===== src/rtl/lpf_pkg.sv =====
package lpf_pkg;
  // Single-cycle sync events derived from the sampled inputs.
  typedef struct packed {
    logic h_lead;   // hsync high -> low
    logic v_lead;   // vsync high -> low
    logic v_trail;  // vsync low -> high
  } sync_ev_t;
endpackage


===== src/rtl/lpf_edge_detect.sv =====
module lpf_edge_detect (
  input  logic clk,
  input  logic rst_n,
  input  logic sig_n,
  output logic fall,
  output logic rise
);
  logic samp_q;
  logic prev_q;

  always_ff @(posedge clk or negedge rst_n) begin
    if (!rst_n) begin
      samp_q <= 1'b1;
      prev_q <= 1'b1;
    end else begin
      samp_q <= sig_n;
      prev_q <= samp_q;
    end
  end

  assign fall = prev_q & ~samp_q;
  assign rise = ~prev_q & samp_q;
endmodule


===== src/rtl/lpf_line_counter.sv =====
module lpf_line_counter #(
  parameter int WORD_W = 11,
  parameter int CNT_W  = 12
) (
  input  logic              clk,
  input  logic              rst_n,
  input  lpf_pkg::sync_ev_t ev,
  output logic [CNT_W-1:0]  line_cnt,
  output logic [WORD_W-1:0] frame_val
);
  localparam logic [CNT_W:0]   WORD_MAX = {{(CNT_W+1-WORD_W){1'b0}}, {WORD_W{1'b1}}};
  localparam logic [CNT_W-1:0] CNT_TOP  = {CNT_W{1'b1}};

  // Doubling with clip to the largest word value.
  function automatic logic [WORD_W-1:0] dbl_sat(input logic [CNT_W-1:0] c);
    logic [CNT_W:0] d;
    d = {c, 1'b0};
    if (d > WORD_MAX) return {WORD_W{1'b1}};
    return d[WORD_W-1:0];
  endfunction

  always_ff @(posedge clk or negedge rst_n) begin
    if (!rst_n) begin
      line_cnt  <= '0;
      frame_val <= '0;
    end else if (ev.v_lead) begin
      frame_val <= dbl_sat(line_cnt);
      line_cnt  <= ev.h_lead ? CNT_W'(1) : '0;
    end else if (ev.h_lead && line_cnt != CNT_TOP) begin
      line_cnt <= line_cnt + CNT_W'(1);
    end
  end
endmodule


===== src/rtl/lpf_serializer.sv =====
module lpf_serializer #(
  parameter int WORD_W = 11,
  parameter int SLOT_W = $clog2(WORD_W + 1)
) (
  input  logic              clk,
  input  logic              rst_n,
  input  lpf_pkg::sync_ev_t ev,
  input  logic [WORD_W-1:0] frame_val,
  output logic [SLOT_W-1:0] slots_left,
  output logic              ser_out
);
  localparam logic [SLOT_W-1:0] SLOTS = SLOT_W'(WORD_W);

  logic [WORD_W-1:0] shreg;

  always_ff @(posedge clk or negedge rst_n) begin
    if (!rst_n) begin
      shreg      <= '0;
      slots_left <= '0;
      ser_out    <= 1'b0;
    end else if (ev.v_trail) begin
      shreg      <= frame_val;
      slots_left <= SLOTS;
      ser_out    <= 1'b0;
    end else if (ev.h_lead) begin
      if (slots_left != '0) begin
        ser_out    <= shreg[WORD_W-1];
        shreg      <= {shreg[WORD_W-2:0], 1'b0};
        slots_left <= slots_left - SLOT_W'(1);
      end else begin
        ser_out <= 1'b0;
      end
    end
  end
endmodule


===== src/rtl/lpf_serial_encoder.sv =====
module lpf_serial_encoder #(
  parameter int WORD_W = 11,
  parameter int CNT_W  = 12
) (
  input  logic clk,
  input  logic rst_n,
  input  logic hsync_n,
  input  logic vsync_n,
  output logic fmt_bit
);
  localparam int SLOT_W = $clog2(WORD_W + 1);

  logic              hs_lead;
  logic              hs_trail;
  logic              vs_lead;
  logic              vs_trail;
  lpf_pkg::sync_ev_t ev;
  logic [CNT_W-1:0]  line_cnt;
  logic [WORD_W-1:0] frame_val;
  logic [SLOT_W-1:0] slots_left;

  lpf_edge_detect u_hs_edge (
    .clk(clk), .rst_n(rst_n), .sig_n(hsync_n), .fall(hs_lead), .rise(hs_trail)
  );
  lpf_edge_detect u_vs_edge (
    .clk(clk), .rst_n(rst_n), .sig_n(vsync_n), .fall(vs_lead), .rise(vs_trail)
  );

  assign ev = '{h_lead: hs_lead, v_lead: vs_lead, v_trail: vs_trail};

  lpf_line_counter #(.WORD_W(WORD_W), .CNT_W(CNT_W)) u_count (
    .clk(clk), .rst_n(rst_n), .ev(ev), .line_cnt(line_cnt), .frame_val(frame_val)
  );

  lpf_serializer #(.WORD_W(WORD_W), .SLOT_W(SLOT_W)) u_ser (
    .clk(clk), .rst_n(rst_n), .ev(ev), .frame_val(frame_val),
    .slots_left(slots_left), .ser_out(fmt_bit)
  );
endmodule


===== config.mk =====
export PLATFORM = sky130hd
export DESIGN_NAME = lpf_serial_encoder
export DESIGN_NICKNAME = d
export VERILOG_FILES = /design/src/rtl/lpf_pkg.sv /design/src/rtl/lpf_edge_detect.sv /design/src/rtl/lpf_line_counter.sv /design/src/rtl/lpf_serializer.sv /design/src/rtl/lpf_serial_encoder.sv
export SDC_FILE = /design/constraint.sdc
export NUM_CORES = 1
export LEC_CHECK = 0
export ABC_AREA = 1
export BUFFER_PORTS_ARGS = -buffer_cell sky130_fd_sc_hd__buf_2
export CELL_PAD_IN_SITES_DETAIL_PLACEMENT = 0
export CELL_PAD_IN_SITES_GLOBAL_PLACEMENT = 1
export CORE_UTILIZATION = 33
export DETAILED_ROUTE_END_ITERATION = 8
export HOLD_SLACK_MARGIN = 0.02
export PLACE_DENSITY = 0.61
export SLEW_MARGIN = 20
export SYNTH_ARGS = -nofsm -noshare
export SYNTH_HDL_FRONTEND = slang
export SYNTH_SLANG_ARGS = --single-unit

===== constraint.sdc =====
create_clock -name clk -period 1.6 [get_ports clk]
set_input_delay 0.08 -clock clk [delete_from_list [all_inputs] [get_ports clk]]
set_output_delay 0.08 -clock clk [all_outputs]
set_load 0.005 [all_outputs]

* Yosys cells after proc, flatten, opt, wreduce, memory -nomap -nowiden
Index checks and enable logic that the tools add are counted.
** Word-level totals
- Register bits after elaboration :: 43
- Word-level logic and storage cells :: 41
- Output and inout port bits :: 1
- Input bits :: 4
** Operators by class
- Equal/unequal tests :: 1
- Multiplexer cells :: 16
- Order comparisons :: 1
- $add $sub $neg :: 2
- Reduce and logical (&&, ||, !) cells :: 6
- Bitwise operators :: 6
** Operator list (count)
- two-way mux 11 bit :: 5
- two-way mux 12 bit :: 2
- greater-than comparator 13 x 11 -> 1 bit, second input constant :: 1
- adder 12 x 1 -> 12 bit, second input constant :: 1
- two-way mux 4 bit :: 3
- != test 12 bit, second input constant :: 1
- two-way mux 1 bit :: 6
- nonzero test 2 bit :: 3
- nonzero test 4 bit :: 1
- subtractor 4 x 1 -> 4 bit, second input constant :: 1
- bitwise AND 1 bit :: 3
- NOT 1 bit :: 3
- AND reduction 2 bit :: 1
- logical AND 1 bit :: 1

* Longest topological paths before layout
- Depth in word-level cells :: 5
- Depth in mapped cells :: 9
- Mapped depth without buffers :: 9

* Hierarchy
A second synthesis with hierarchy kept.
** Second synthesis, totals
- Cells, all modules :: 267
- Area, all modules :: 2214.6 um^2
** By module, submodules not included
- lpf_line_counter :: cells an instance 148, instances 1, area each 1169.9 um^2, seq. area each 575.6 um^2
- lpf_serializer :: cells an instance 107, instances 1, area each 909.6 um^2, seq. area each 400.4 um^2
- lpf_edge_detect :: cells an instance 6, instances 2, area each 67.6 um^2, seq. area each 52.6 um^2

* Least setup slack after synthesis
OpenSTA, ideal clock, no wires.
- Kind :: flip-flop to flip-flop
- Start :: register u_count.line_cnt[0]
- End :: register u_count.line_cnt[0]
- Path slack :: 0.298 ns
- Setup time :: 0.121 ns
- Clock period less this slack :: 1.302 ns
- Data arrival time :: 1.181 ns
- Buffers on the path :: 0
- Cell stages (with the launch flop) :: 10
- Required time :: 1.479 ns
- Cells stage by stage :: dfrtp_1 -> ha_1 -> nand2_2 -> nor2_2 -> nand3_2 -> nand2_2 -> nand2_4 -> clkinv_4 -> nand2_1 -> nand2_1
** Between the ends
- Word-level cells in the longest chain between the ends :: 3
- Elaborated cells on any way between the ends :: 6
- Classes of those cells :: add/sub (1); eq/ne (1); mux (2); reduce/logical (2)
** Ends and longest elaborated chain
- from (decl) :: line lpf_line_counter.sv:8 : output logic [CNT_W-1:0] line_cnt,
- from (signal assigned) :: line lpf_line_counter.sv:28 : line_cnt <= ev.h_lead ? CNT_W'(1) : '0;
- from (signal assigned) :: line lpf_line_counter.sv:30 : line_cnt <= line_cnt + CNT_W'(1);
- adder 12 x 1 -> 12 bit / != test 12 bit (equally long branches) :: line lpf_line_counter.sv:30, lpf_line_counter.sv:29
- two-way mux 12 bit / logical AND 1 bit (equally long branches) :: line lpf_line_counter.sv:29 : end else if (ev.h_lead && line_cnt != CNT_TOP) begin
- two-way mux 12 bit / nonzero test 2 bit (equally long branches)
Several ways; a longest one is shown, not always the timed one. The select of a mux whose other input is x is not followed.
A chain may end at the register's enable or synchronous reset.

* Worst setup path after layout
- Start :: register u_count.line_cnt[1]
- End :: register u_count.line_cnt[0]
** Between the ends
- Word-level cells in the longest chain between the ends :: 3
** Ends and longest elaborated chain (line)
- != test 12 bit :: lpf_line_counter.sv:29
- logical AND 1 bit :: lpf_line_counter.sv:29
- nonzero test 2 bit (no line)
Every way passes these cells.

==> out/metrics.yaml <==
leakage_nw: 1.08
end_kind: "flip-flop"
layout-drive-gt1-share: 0.165
fillers: 613
ys_seq_area_frac: 0.522
clk_pin_slew_ps: 80
chipWidth_um: 81.2
power_mw: 2.62
finalWirelength_um: 4370
root_buffer: "clkbuf_8"
hp-class: "in2async"
drc: 0
pwr-share-clk: 0.383
drtPass1Iterations: 4
io_pins: 5
syn2layout_area_growth_pct: 14.9
hold_viol: 0
yosys-top-cells-count: "66 x nand2_1, 39 x dfrtp_1, 21 x inv_1"
p_switching_mw: 0.658
cts_max_path_buffers: 2
switching_share: 0.251
critical_path_class: "reg2reg"
synthFlopType: "dfrtp_1"
min_period_ps: 1480
startpoint_type: "flip-flop"
clk_latency_ps: 300
cts_tree: "yes"
grt_overflow: 0
fin_nets: 266
clock-sinks: 43
maxCapViolCount: 0
crit_chain: "ha_1, nand2_2, nor2_2, nand3_2, nand2_2, inv_2, a21oi_1, nand2_1"
die_area_um2: 6600
yosys_warnings: 0
power_frac_seq: 0.483
grt_pass1_wl_um: 7960
arrival_ps: 1660
antenna_cells: 0
core_um2: 5990
synth_top_area_cell: "dfrtp_1"
timing.final.crit_share: 0.923
synth-seq-cells: 43
grt_pass1_vias: 1687
synth_edf_count: 0
ant_nets: 0
drtIter0Drc: 36
numPortBuffers: 4
dpl.hpwl_um: 3120
place.gp.congestion: 0.770
postSynthAreaPerCell_um2: 8.46
crit_top_cell: "nand2_2"
slew_headroom: 0.696
via_count: 1594
p_per_area_nw_per_um2: 1100
cts_buffers: 5
initial_utilization: 0.346
antenna_found_initial: 0
max_freq_mhz: 677
p_int_mw: 1.96
vias_per_cell: 4.74
ys_types: 28
post_synth_main_area_contributors: "dfrtp_1 47%, nand2_1 12%, dfstp_2 5.1%"
fin_worst_skew_ps: 8.33
run_status: "finished, final reports clean"
synth-async-reset-ratio: 1.00
wire_per_inst_um: 13.0
max_stage_delay_ps: 390
setup_viol: 0
fp.dieH_um: 81.2
post-synth-top-count-cell: "nand2_1"
grtUsageTotal: 0.161
reg2reg_slack_ps: 120
rsz0062_at_grt: "no"
worst_pin_slew_ps: 455
tns_ps: 0
yosys.area.top_type_share: 0.471
p_comb_frac: 0.134
syn-cell-area_um2: 2070
peakVddDrop_mv: 0.461
post_cts.repair.setup_buffers: 0
synth_cells: 245
h-tree-depth: 2
crit_slowest_cell: "dfrtp_1"
path_max_fanout: 8
maxSlewViolCount: 0
grt_max_degree: 24
crit_required_ps: 1780
rows: 28
syn-num-nets: 251
routing by layer:
layer / routed length, um / GRT usage
met3: 99 / 0.0472
met1: 2230 / 0.205
met4: 43 / 0.0429
met5: 0 / 0
met2: 2000 / 0.264
critical path, delay by kind of cell (launching register included):
family	cells	cell delay, ps
buf+inv	1	100
compound gates	1	140
flops	1	390
fa+ha+maj	1	220
simple gates	5	510
power groups by stage:
stage	sequential, mW	combinational [mW]	clock [mW]
after floorplan	1.28	0.247	0
after CTS	1.27	0.355	1.04
final	1.27	0.351	1.00
after detailed placement	1.29	0.347	0
after global routing	1.28	0.414	1.08
after global placement	1.29	0.344	0
final timing paths:
| check | from | end | depth (start not counted) |
|---|---|---|---|
| hold / removal | rst_n | u_ser.slots_left[2] | 2 |
| hold reg to reg | u_vs_edge.samp_q | u_vs_edge.prev_q | 0 |
| setup / recovery | u_count.line_cnt[1] | u_count.line_cnt[0] | 8 |
| max in group asynchronous | rst_n | u_count.line_cnt[0] | 3 |
| setup reg to reg | u_count.line_cnt[1] | u_count.line_cnt[0] | 8 |
| min in group clk | u_vs_edge.samp_q | u_vs_edge.prev_q | 0 |
area by class of cell:
type | instances | area (um^2) | share of cell area
sequential | 43 | 1080 | 0.454
tap | 75 | 93.8 | 0.0394
inverter | 26 | 103 | 0.0431
timing repair buffer | 16 | 118 | 0.0494
clock inverter | 2 | 60.1 | 0.0252
multi-input combinational | 168 | 853 | 0.358
clock buffer | 6 | 72.6 | 0.0305
cell families after synthesis:
logic type | count (synthesis) | synth area share
AO/OA/AOI/OAI | 38 | 0.110
XOR/XNOR | 4 | 0.0169
adder cells (fa/ha/maj) | 2 | 0.0121
buffers and inverters | 34 | 0.0688
flip-flops | 43 | 0.522
AND/OR/NAND/NOR | 124 | 0.271
flip-flops by register name, summed over array words and instances (netlist names):
name and count:
u_ser.slots_left 4, u_count.line_cnt 12, u_ser.ser_out 1, u_count.frame_val 11, u_hs_edge.samp_q 1, u_ser.shreg 11, u_hs_edge.prev_q 1, u_vs_edge.prev_q 1
u_vs_edge.samp_q 1
cell usage in the layout (no fill, tap or decap), types with 7 or more instances in the layout:
cell / count
a31oi_1: 8
buf_4: 9
dfrtp_1: 39
inv_1: 21
nand2_1: 66
nand3_1: 20
nor2_1: 19
o211ai_1: 9
o21ai_0: 7
o21ai_1: 10
per-stage QoR:
step	util	hold slack, ps	area [um^2]	cells	setup slack [ps]
after CTS	0.397	269	2380	336	60.7
final	0.397	258	2380	336	124
after floorplan	-	-216	2070	245	298
after global routing	0.397	300	2380	336	30.1
after detailed placement	0.369	52.3	2210	325	70.6
after global placement	0.369	40.1	2210	325	131
repair_timing:
item,in CTS,in global routing
endpoints found under the hold margin,15,0
resized for setup,0,1
endpoints found under the setup margin,0,12
hold buffers,3,0
Power figures use the tool's default switching activity.
